**src/rtl/cond_alu_pkg.sv**
```systemverilog
package cond_alu_pkg;

    typedef enum logic [3:0] {
        OP_AND = 4'd0,  OP_EOR = 4'd1,  OP_SUB = 4'd2,  OP_RSB = 4'd3,
        OP_ADD = 4'd4,  OP_ADC = 4'd5,  OP_SBC = 4'd6,  OP_RSC = 4'd7,
        OP_TST = 4'd8,  OP_TEQ = 4'd9,  OP_CMP = 4'd10, OP_CMN = 4'd11,
        OP_ORR = 4'd12, OP_MOV = 4'd13, OP_BIC = 4'd14, OP_MVN = 4'd15
    } alu_op_e;

    typedef enum logic [3:0] {
        CC_EQ = 4'd0,  CC_NE = 4'd1,  CC_CS = 4'd2,  CC_CC = 4'd3,
        CC_MI = 4'd4,  CC_PL = 4'd5,  CC_VS = 4'd6,  CC_VC = 4'd7,
        CC_HI = 4'd8,  CC_LS = 4'd9,  CC_GE = 4'd10, CC_LT = 4'd11,
        CC_GT = 4'd12, CC_LE = 4'd13, CC_AL = 4'd14, CC_NV = 4'd15
    } cond_e;

    typedef struct packed {
        logic n;
        logic z;
        logic c;
        logic v;
    } nzcv_t;

    typedef enum logic {
        ST_IDLE  = 1'b0,
        ST_VALID = 1'b1
    } out_state_e;

    function automatic logic op_is_test(input logic [3:0] op);
        return op[3:2] == 2'b10;
    endfunction

    function automatic logic op_is_arith(input logic [3:0] op);
        return (op >= 4'd2 && op <= 4'd7) || op == 4'd10 || op == 4'd11;
    endfunction

endpackage

```
**src/rtl/cond_alu_cond.sv**
```systemverilog
module cond_alu_cond
    import cond_alu_pkg::*;
(
    input  nzcv_t      flags_i,
    input  logic [3:0] cond_i,
    output logic       pass_o
);

    logic base;

    // Even codes test a predicate, odd codes its inverse; 14/15 form AL/NV.
    always_comb begin
        unique case (cond_i[3:1])
            3'd0: base = flags_i.z;
            3'd1: base = flags_i.c;
            3'd2: base = flags_i.n;
            3'd3: base = flags_i.v;
            3'd4: base = flags_i.c & ~flags_i.z;
            3'd5: base = (flags_i.n == flags_i.v);
            3'd6: base = ~flags_i.z & (flags_i.n == flags_i.v);
            default: base = 1'b1;
        endcase
    end

    assign pass_o = base ^ cond_i[0];

endmodule

```
**src/rtl/cond_alu_arith.sv**
```systemverilog
module cond_alu_arith
    import cond_alu_pkg::*;
#(
    parameter int W = 32
) (
    input  logic [W-1:0] a_i,
    input  logic [W-1:0] b_i,
    input  logic [3:0]   op_i,
    input  logic         c_i,
    output logic [W-1:0] sum_o,
    output logic         c_o,
    output logic         v_o
);

    localparam int MSB = W - 1;

    logic [W-1:0] x;
    logic [W-1:0] y;
    logic         cin;
    logic [W:0]   full;

    always_comb begin
        x   = a_i;
        y   = b_i;
        cin = 1'b0;
        unique case (alu_op_e'(op_i))
            OP_ADD, OP_CMN: cin = 1'b0;
            OP_ADC:         cin = c_i;
            OP_SUB, OP_CMP: begin y = ~b_i; cin = 1'b1; end
            OP_SBC:         begin y = ~b_i; cin = c_i;  end
            OP_RSB:         begin x = b_i; y = ~a_i; cin = 1'b1; end
            OP_RSC:         begin x = b_i; y = ~a_i; cin = c_i;  end
            default:        cin = 1'b0;
        endcase
    end

    assign full  = {1'b0, x} + {1'b0, y} + {{W{1'b0}}, cin};
    assign sum_o = full[MSB:0];
    assign c_o   = full[W];
    assign v_o   = (x[MSB] == y[MSB]) && (full[MSB] != x[MSB]);

endmodule

```
**src/rtl/cond_alu_logic.sv**
```systemverilog
module cond_alu_logic
    import cond_alu_pkg::*;
#(
    parameter int W = 32
) (
    input  logic [W-1:0] a_i,
    input  logic [W-1:0] b_i,
    input  logic [3:0]   op_i,
    output logic [W-1:0] res_o
);

    always_comb begin
        unique case (alu_op_e'(op_i))
            OP_AND, OP_TST: res_o = a_i & b_i;
            OP_EOR, OP_TEQ: res_o = a_i ^ b_i;
            OP_ORR:         res_o = a_i | b_i;
            OP_MOV:         res_o = b_i;
            OP_BIC:         res_o = a_i & ~b_i;
            OP_MVN:         res_o = ~b_i;
            default:        res_o = '0;
        endcase
    end

endmodule

```
**src/rtl/cond_alu.sv**
```systemverilog
module cond_alu
    import cond_alu_pkg::*;
#(
    parameter int W = 32
) (
    input  logic         clk,
    input  logic         rst_n,
    input  logic         in_valid,
    input  logic [3:0]   opcode,
    input  logic         set_flags,
    input  logic [3:0]   cond,
    input  logic [W-1:0] op_a,
    input  logic [W-1:0] op_b,
    input  logic [3:0]   flags_in,
    input  logic         shift_carry,
    input  logic         shift_used,
    output logic         out_valid,
    output logic [W-1:0] result,
    output logic         result_we,
    output logic [3:0]   flags_out,
    output logic         flags_we
);

    localparam int MSB = W - 1;

    nzcv_t        fl_cur;
    nzcv_t        fl_calc;
    nzcv_t        fl_next;
    logic         cond_pass;
    logic [W-1:0] arith_res;
    logic         arith_c;
    logic         arith_v;
    logic [W-1:0] logic_res;
    logic [W-1:0] res_sel;
    logic         is_arith;
    logic         is_test;
    logic         wr_res;
    logic         wr_fl;

    out_state_e   state_q;
    out_state_e   state_d;

    assign fl_cur = nzcv_t'(flags_in);

    cond_alu_cond u_cond (
        .flags_i (fl_cur),
        .cond_i  (cond),
        .pass_o  (cond_pass)
    );

    cond_alu_arith #(.W(W)) u_arith (
        .a_i   (op_a),
        .b_i   (op_b),
        .op_i  (opcode),
        .c_i   (fl_cur.c),
        .sum_o (arith_res),
        .c_o   (arith_c),
        .v_o   (arith_v)
    );

    cond_alu_logic #(.W(W)) u_logic (
        .a_i   (op_a),
        .b_i   (op_b),
        .op_i  (opcode),
        .res_o (logic_res)
    );

    assign is_arith = op_is_arith(opcode);
    assign is_test  = op_is_test(opcode);
    assign res_sel  = is_arith ? arith_res : logic_res;
    assign wr_res   = cond_pass & ~is_test;
    assign wr_fl    = cond_pass & (is_test | set_flags);

    always_comb begin
        fl_calc.n = res_sel[MSB];
        fl_calc.z = (res_sel == '0);
        if (is_arith) begin
            fl_calc.c = arith_c;
            fl_calc.v = arith_v;
        end else begin
            fl_calc.c = shift_used ? shift_carry : fl_cur.c;
            fl_calc.v = fl_cur.v;
        end
        fl_next = wr_fl ? fl_calc : fl_cur;
    end

    // State register
    always_ff @(posedge clk or negedge rst_n) begin
        if (!rst_n) begin
            state_q <= ST_IDLE;
        end else begin
            state_q <= state_d;
        end
    end

    always_comb begin
        unique case (state_q)
            ST_IDLE:  state_d = in_valid ? ST_VALID : ST_IDLE;
            ST_VALID: state_d = in_valid ? ST_VALID : ST_IDLE;
            default:  state_d = ST_IDLE;
        endcase
    end

    // Output registers
    always_ff @(posedge clk or negedge rst_n) begin
        if (!rst_n) begin
            result    <= '0;
            result_we <= 1'b0;
            flags_out <= '0;
            flags_we  <= 1'b0;
        end else if (in_valid) begin
            result    <= res_sel;
            result_we <= wr_res;
            flags_out <= fl_next;
            flags_we  <= wr_fl;
        end else begin
            result_we <= 1'b0;
            flags_we  <= 1'b0;
        end
    end

    assign out_valid = (state_q == ST_VALID);

endmodule

```
**config.mk**
```make
export PLATFORM = sky130hd
export DESIGN_NAME = cond_alu
export DESIGN_NICKNAME = d
export VERILOG_FILES = /design/src/rtl/cond_alu_pkg.sv /design/src/rtl/cond_alu_cond.sv /design/src/rtl/cond_alu_arith.sv /design/src/rtl/cond_alu_logic.sv /design/src/rtl/cond_alu.sv
export SDC_FILE = /design/constraint.sdc
export NUM_CORES = 1
export LEC_CHECK = 0
export ABC_AREA = 1
export CAP_MARGIN = 10
export CORE_MARGIN = 2
export CORE_UTILIZATION = 57
export CTS_CLUSTER_DIAMETER = 120
export DETAILED_ROUTE_END_ITERATION = 8
export PLACE_DENSITY = 0.92
export SYNTH_ARGS = -nofsm -noshare
export SYNTH_HDL_FRONTEND = slang
export SYNTH_HIERARCHICAL = 1
export SYNTH_SLANG_ARGS = --single-unit
```
**constraint.sdc**
```tcl
create_clock -name clk -period 0.8 [get_ports clk]
set_input_delay 0.12 -clock clk [delete_from_list [all_inputs] [get_ports clk]]
set_output_delay 0.12 -clock clk [all_outputs]
set_load 0.02 [all_outputs]
```
==> report_table.html, run 1 <==
<table>
<tr><th>Metric</th><th>Value</th></tr>
<tr><th colspan="2">Clocking</th></tr>
<tr><td>Count of clock tree sinks</td><td>39</td></tr>
<tr><td>Count of instances resized after the clock tree is built</td><td>486</td></tr>
<tr><td>H-tree level count</td><td>2</td></tr>
<tr><td>Root Driver</td><td>clkbuf_16</td></tr>
<tr><td>Setup bufs post-CTS</td><td>42</td></tr>
<tr><td>Number of buffers inserted during clock tree synthesis</td><td>5</td></tr>
<tr><td>Bufs on Longest Clock Path</td><td>2</td></tr>
<tr><td>Hold buffer count at CTS</td><td>1</td></tr>
<tr><th colspan="2">Floorplan</th></tr>
<tr><td>Standard-cell row count</td><td>43</td></tr>
<tr><td>Die Height</td><td>around 120 um</td></tr>
<tr><td>Ports</td><td>between 100 and 150</td></tr>
<tr><td>Initial Utilization</td><td>between 50 and 60%</td></tr>
<tr><td>Horizontal extent of the die</td><td>122 um</td></tr>
<tr><th colspan="2">Logic synthesis</th></tr>
<tr><td>Synthesized cell area</td><td>~8000 um^2</td></tr>
<tr><td>Yosys reg bits</td><td>39</td></tr>
<tr><td>Avg Inst Size Synth</td><td>5.37 um^2</td></tr>
<tr><td>Largest cells by area after synthesis</td><td>nand2_1 31%, dfrtp_1 12%, ha_1 9.9%</td></tr>
<tr><td>Number of distinct library cell variants in the gate-level netlist after synthesis</td><td>40</td></tr>
<tr><td>Share of the synthesized area in the top cell type</td><td>between 30% and 40%</td></tr>
<tr><td>Number of cells produced by synthesis</td><td>1490</td></tr>
<tr><td>Synth async-reset ratio</td><td>100%</td></tr>
<tr><td>Number of synthesis warnings</td><td>6</td></tr>
<tr><td>Library cell occupying the most area in the post-synthesis netlist</td><td>nand2_1</td></tr>
<tr><td>Top FF cell, synth</td><td>dfrtp_1</td></tr>
<tr><td>Sequential cell area fraction in the yosys report</td><td>about an eighth</td></tr>
<tr><td>Count of flip-flops with a built-in enable after synthesis</td><td>0</td></tr>
<tr><td>Net count after synthesis</td><td>between 1500 and 2000</td></tr>
<tr><th colspan="2">Placement</th></tr>
<tr><td>Placed cells</td><td>roughly 2100</td></tr>
<tr><td>Final GP Congestion</td><td>roughly 1.2</td></tr>
<tr><td>Port Buf Inserts</td><td>120</td></tr>
<tr><td>Post-Place Setup Slack</td><td>-3.01 ns</td></tr>
<tr><td>HPWL after detailed placement</td><td>approximately 33 mm</td></tr>
<tr><th colspan="2">Status</th></tr>
<tr><td>Result of the run</td><td>did not finish</td></tr>
<tr><td>Last stage</td><td>clock tree synthesis</td></tr>
<tr><td>Log Error</td><td>[ERROR DPL-0033] detailed placement checks failed during check placement.</td></tr>
</table>
[cells by family after synthesis]
family	Yosys count	synth area share, %
DFF	39	12.2
adders and majority gates	65	10.4
and+or+nand+nor	937	48.0
xor gates and xnor gates	20	2.19
buffers and inverters	229	11.8
muxes	1	0.125
AOI/OAI and AO/OA	199	15.3
[metrics by stage]
step / setup TNS [ns] / cell area, um^2
after global placement: -96.06 / 12200
after floorplan: -51.74 / 8380
after detailed placement: -104.72 / 12200
[synth_stat cells, drive strengths merged, types with 19 or more instances]
cell type and count:
xor2 19, buf 45, dfrtp 39, nand3b 38, o21ai 28, o22ai 32
a31oi 23, ha 63, a21oi 71, nand3 70, nor2 139, inv 166
nand2 676, a31o 31
==> run 2, diff against run 1 <==
--- a/config.mk
+++ b/config.mk
@@ -8,10 +8,9 @@
 export ABC_AREA = 1
 export CAP_MARGIN = 10
 export CORE_MARGIN = 2
-export CORE_UTILIZATION = 57
-export CTS_CLUSTER_DIAMETER = 120
+export CORE_UTILIZATION = 40
 export DETAILED_ROUTE_END_ITERATION = 8
-export PLACE_DENSITY = 0.92
+export PLACE_DENSITY_LB_ADDON = 0.15
 export SYNTH_ARGS = -nofsm -noshare
 export SYNTH_HDL_FRONTEND = slang
 export SYNTH_HIERARCHICAL = 1
==> run 2 against run 1 <==
Against the previous run:
- synthesized cell count is the same
- the flow now finishes, with violations (setup timing)
- area after synthesis is the same
==> report_table.html, run 2 <==
<table>
<tr><th>Metric</th><th>Value</th></tr>
<tr><th colspan="2">Logic synthesis</th></tr>
<tr><td>Yosys reg bits</td><td>39 (unchanged)</td></tr>
<tr><td>Count of flip-flops with a built-in enable after synthesis</td><td>0 (unchanged)</td></tr>
<tr><td>Synthesized cell area</td><td>8000 um^2 (unchanged)</td></tr>
<tr><td>Top FF cell, synth</td><td>dfrtp_1</td></tr>
<tr><td>Number of synthesis warnings</td><td>6 (unchanged)</td></tr>
<tr><td>Share of the synthesized area in the top cell type</td><td>31.3% (unchanged)</td></tr>
<tr><td>Number of distinct library cell variants in the gate-level netlist after synthesis</td><td>40 (unchanged)</td></tr>
<tr><td>Largest cells by area after synthesis</td><td>nand2_1 31%, dfrtp_1 12%, ha_1 9.9%</td></tr>
<tr><td>Net count after synthesis</td><td>1637 (unchanged)</td></tr>
<tr><td>Library cell occupying the most area in the post-synthesis netlist</td><td>nand2_1</td></tr>
<tr><td>Synth async-reset ratio</td><td>100% (unchanged)</td></tr>
<tr><td>Sequential cell area fraction in the yosys report</td><td>12.2% (unchanged)</td></tr>
<tr><td>Top cells by instance count after synthesis</td><td>667 x nand2_1, 160 x inv_1, 135 x nor2_1, 71 x a21oi_1, 70 x nand3_1</td></tr>
<tr><td>Most used standard cell by instance count after synthesis</td><td>nand2_1</td></tr>
<tr><td>Number of cells produced by synthesis</td><td>1490 (unchanged)</td></tr>
<tr><td>Avg Inst Size Synth</td><td>5.37 um^2 (unchanged)</td></tr>
<tr><th colspan="2">Final layout</th></tr>
<tr><td>Top library cells by usage in the layout, fill and taps aside</td><td>553 x nand2_1, 354 x buf_4, 144 x inv_1, 103 x nor2_1, 97 x buf_6</td></tr>
<tr><td>Largest registers</td><td>result: 32 flops, flags_out: 4 flops</td></tr>
<tr><td>Area Overhead vs Synth</td><td>90.4%</td></tr>
<tr><td>Antenna cell count</td><td>0</td></tr>
<tr><td>Net count of the finished layout</td><td>~2100</td></tr>
<tr><td>Layout Utilization</td><td>78.0%</td></tr>
<tr><td>Register ranked first by flip-flop count</td><td>result</td></tr>
<tr><td>Share of final-layout standard cells stronger than drive strength 1</td><td>41.6%</td></tr>
<tr><td>Number of flip-flops under the largest register name</td><td>32</td></tr>
<tr><td>Most common library cell in the layout ignoring fill and taps</td><td>nand2_1</td></tr>
<tr><th colspan="2">Global routing</th></tr>
<tr><td>Via count of the first global-routing pass</td><td>between 10000 and 15000</td></tr>
<tr><td>Maximum number of pins on one net before global-route repair</td><td>51</td></tr>
<tr><td>Total congestion overflow</td><td>0</td></tr>
<tr><td>Antenna violations before repair</td><td>0</td></tr>
<tr><td>First-pass GRT wire length</td><td>roughly 60 mm</td></tr>
<tr><td>Global-route usage over all layers</td><td>between 30% and 40%</td></tr>
<tr><th colspan="2">Placement</th></tr>
<tr><td>Final GP Congestion</td><td>0.996 (-16%)</td></tr>
<tr><td>HPWL after detailed placement</td><td>26.9 mm (-18%)</td></tr>
<tr><td>Port Buf Inserts</td><td>120 (unchanged)</td></tr>
<tr><th colspan="2">Timing</th></tr>
<tr><td>F_max</td><td>between 300 and 400 MHz</td></tr>
<tr><td>Ratio of final minimum period to clock period</td><td>381%</td></tr>
<tr><td>Total of endpoints with negative setup slack in the final report</td><td>between 70 and 80</td></tr>
<tr><td>Final total negative setup slack</td><td>-69.09 ns</td></tr>
<tr><td>Max Clock Skew</td><td>0 ns</td></tr>
<tr><td>RSZ-0062 raised after global routing</td><td>true</td></tr>
<tr><td>Slew Limit Fails</td><td>0</td></tr>
<tr><td>Final-layout worst hold slack</td><td>around 0.21 ns</td></tr>
<tr><td>Worst Tran Pin Value</td><td>about 0.35 ns</td></tr>
<tr><td>Headroom to the max-slew limit</td><td>76.3%</td></tr>
<tr><td>Clock period minus final worst setup slack</td><td>between 3 and 4 ns</td></tr>
<tr><td>Number of endpoints with negative hold slack in the final report</td><td>0</td></tr>
<tr><td>Final worst setup slack</td><td>-2.24 ns</td></tr>
<tr><th colspan="2">Setup path</th></tr>
<tr><td>Top cell by count, worst path</td><td>nand2_1</td></tr>
<tr><td>Arrival time at the worst endpoint</td><td>3.27 ns</td></tr>
<tr><td>Crit-path max FO</td><td>5</td></tr>
<tr><td>Worst setup path class</td><td>input port to flop</td></tr>
<tr><td>Capturing element type of the critical path</td><td>flop</td></tr>
<tr><td>Crit-path max cell delay</td><td>0.34 ns</td></tr>
<tr><td>Worst-path cell chain</td><td>buf_12 &gt; inv_12 &gt; nor3_4 &gt; inv_4 &gt; buf_12 &gt; buf_16 &gt; a31o_4 &gt; ha_4 &gt; buf_6 &gt; nand2_4 &gt; nor2_4 &gt; nand2_1 &gt; inv_1 &gt; nand4_1 &gt; nand3_2 &gt; xor2_1 &gt; nand2_1 &gt; nand2_1 &gt; nor2_2 &gt; nand3_1 &gt; nor2_1 &gt; nand3_1 &gt; a21oi_2</td></tr>
<tr><td>Required arrival time at the worst endpoint</td><td>1.02 ns</td></tr>
<tr><td>Register-to-Register Setup Slack</td><td>-0.19 ns</td></tr>
<tr><td>Crit start category</td><td>input port</td></tr>
<tr><td>Slowest cell on the critical path</td><td>ha_4</td></tr>
<tr><th colspan="2">Worst hold path</th></tr>
<tr><td>Worst Hold Class</td><td>input port to flop</td></tr>
<tr><th colspan="2">Route</th></tr>
<tr><td>Met3 layer wire length in the routed design</td><td>between 2 and 3 mm</td></tr>
<tr><td>Detailed Routing Iterations Pass 1</td><td>8</td></tr>
<tr><td>Final wirelength</td><td>around 40 mm</td></tr>
<tr><td>Avg WL per Cell</td><td>between 15 and 20 um</td></tr>
<tr><td>Remaining DRCs</td><td>0</td></tr>
<tr><td>Detailed-routing wirelength on met1</td><td>around 16 mm</td></tr>
<tr><td>Max Used Layer</td><td>met4</td></tr>
<tr><td>Initial DRC count</td><td>1062</td></tr>
<tr><td>Total number of vias</td><td>around 12000</td></tr>
<tr><td>Total length of routed met2 wires</td><td>~19 mm</td></tr>
<tr><td>Drt via density</td><td>between 5 and 6</td></tr>
<tr><td>Routed Antenna Nets</td><td>0</td></tr>
<tr><th colspan="2">Status</th></tr>
<tr><td>Result of the run</td><td>finished, violations left</td></tr>
<tr><td>Violated checks</td><td>setup timing</td></tr>
<tr><th colspan="2">Power and ir drop</th></tr>
<tr><td>Reported leakage power</td><td>0.00801 uW</td></tr>
<tr><td>Worst-case vdd ir drop</td><td>between 0.0008 and 0.0009 V</td></tr>
<tr><td>Proportion of power drawn by flip-flops and latches</td><td>between 10% and 20%</td></tr>
<tr><td>Int Power</td><td>about 11000 uW</td></tr>
<tr><td>Pwr Density</td><td>between 1000 and 1500 nW/um^2</td></tr>
<tr><td>Combinational power share</td><td>between 70% and 80%</td></tr>
<tr><td>Fraction of power consumed by the clock network</td><td>between 10% and 20%</td></tr>
<tr><td>Net Sw Frac</td><td>between 40% and 50%</td></tr>
<tr><td>Sw power</td><td>approximately 8800 uW</td></tr>
<tr><th colspan="2">Clocking</th></tr>
<tr><td>Clock-pin slew on the worst setup and hold paths</td><td>approximately 0.07 ns</td></tr>
<tr><td>Bufs on Longest Clock Path</td><td>2 (unchanged)</td></tr>
<tr><td>TritonCTS clock tree</td><td>built</td></tr>
<tr><td>Root Driver</td><td>clkbuf_16</td></tr>
<tr><td>Count of clock tree sinks</td><td>39 (unchanged)</td></tr>
<tr><td>Clock latency at the later pin of the worst-skew pair</td><td>~0.3 ns</td></tr>
<tr><td>H-tree level count</td><td>2 (unchanged)</td></tr>
<tr><td>Number of buffers inserted during clock tree synthesis</td><td>5 (unchanged)</td></tr>
<tr><th colspan="2">Floorplan</th></tr>
<tr><td>Die Outline Area</td><td>21100 um^2</td></tr>
<tr><td>Ports</td><td>121 (unchanged)</td></tr>
<tr><td>Die Height</td><td>145 um (+19%)</td></tr>
<tr><td>Standard cell core area</td><td>a little under 20000 um^2</td></tr>
<tr><td>Standard-cell row count</td><td>51 (+19%)</td></tr>
<tr><td>Initial Utilization</td><td>41.0% (-17 points)</td></tr>
<tr><td>Horizontal extent of the die</td><td>145 um (+19%)</td></tr>
<tr><th colspan="2">Flow run</th></tr>
<tr><td>Count of maximum capacitance violations</td><td>0</td></tr>
</table>
-- run 2: cell counts after synthesis --
No cell type changed its count.
-- run 2: power groups by stage --
stage / Sequential, uW / Combinational, uW / Clock (uW)
global route: 2640 / 15600 / 2160
detailed placement: 2540 / 10600 / 0
floorplan: 2940 / 4820 / 0
finish: 2590 / 14800 / 2090
CTS: 2570 / 12600 / 2050
global placement: 2540 / 10500 / 0
-- run 2: cells by family (layout without fill, tap and decap cells) --
group                    after synthesis  in the layout  share of synthesized area, %
flip-flops                            39             39                          12.2
buffers and inverters                229            734                          11.8
XOR/XNOR                              20             20                          2.19
AND/OR/NAND/NOR                      937            937                          48.0
multiplexers                           1              1                         0.125
adder cells (fa/ha/maj)               65             65                          10.4
AO/OA/AOI/OAI                        199            199                          15.3
-- run 2: worst paths after layout --
kind                            start           end  depth (start not counted)
max                         opcode[0]  flags_out[2]                         23
min                          in_valid     out_valid                          2
max reg2reg                result[18]    result[18]                          4
min reg2reg                result[15]    result[15]                          2
max in group asynchronous       rst_n     result[4]                          3
min in group asynchronous       rst_n     out_valid                          3
-- run 2: through the flow --
stage / total power (uW) / std cells / setup WS (ns) / cell area [um^2]
after global routing: 20400 / 2260 / -2.37 / 15200
final: 19500 / 2260 / -2.24 / 15200
after floorplan: 7750 / 1490 / -1.89 / 8380
after CTS: 17200 / 2234 / -2.09 / 14200
after detailed placement: 13100 / 2174 / -2.88 / 12500
after global placement: 13100 / 2174 / -2.81 / 12500
-- run 2: cell type report --
type | count | area [um^2]
repair buffers | 560 | 5220
clock inverters | 3 | 23.8
well taps | 265 | 332
clock buffers | 5 | 125
flip-flops and latches | 39 | 976
multi-input cells | 1222 | 7910
inverters | 166 | 646
fillers | 1365 | 4300
-- run 2: worst max-delay path, delay by kind of cell --
kind	cells	cell delay [ns]
AO/OA/AOI/OAI	2	0.39
XOR/XNOR	1	0.07
adder cells (fa/ha/maj)	1	0.34
buffers and inverters	7	0.77
AND/OR/NAND/NOR	12	1.54
-- run 2: timing repair --
| action | in CTS | in global routing |
|---|---|---|
| endpoints found under the hold margin | 39 | 0 |
| setup endpoints to repair | 77 | 77 |
| resized for setup | 510 | 205 |
| hold buffers | 1 | 0 |
| buffers inserted | 50 | 36 |
| cloned | 9 | 1 |
| pin swaps | 102 | 117 |
-- run 2: layer usage --
layer,up-vias,GRT usage [%]
li1,5767,-
met1,5632,40.9
met2,691,60.8
met3,208,3.98
met4,0,15.9
met5,-,0
Note: power is estimated with default switching activity, not from simulation.
==> run 3, diff against run 2 <==
--- a/config.mk
+++ b/config.mk
@@ -6,7 +6,6 @@
 export NUM_CORES = 1
 export LEC_CHECK = 0
 export ABC_AREA = 1
-export CAP_MARGIN = 10
 export CORE_MARGIN = 2
 export CORE_UTILIZATION = 40
 export DETAILED_ROUTE_END_ITERATION = 8
==> results of run 3 <==
Same layout as run 2: the final DEF is identical, and so are final timing and power.
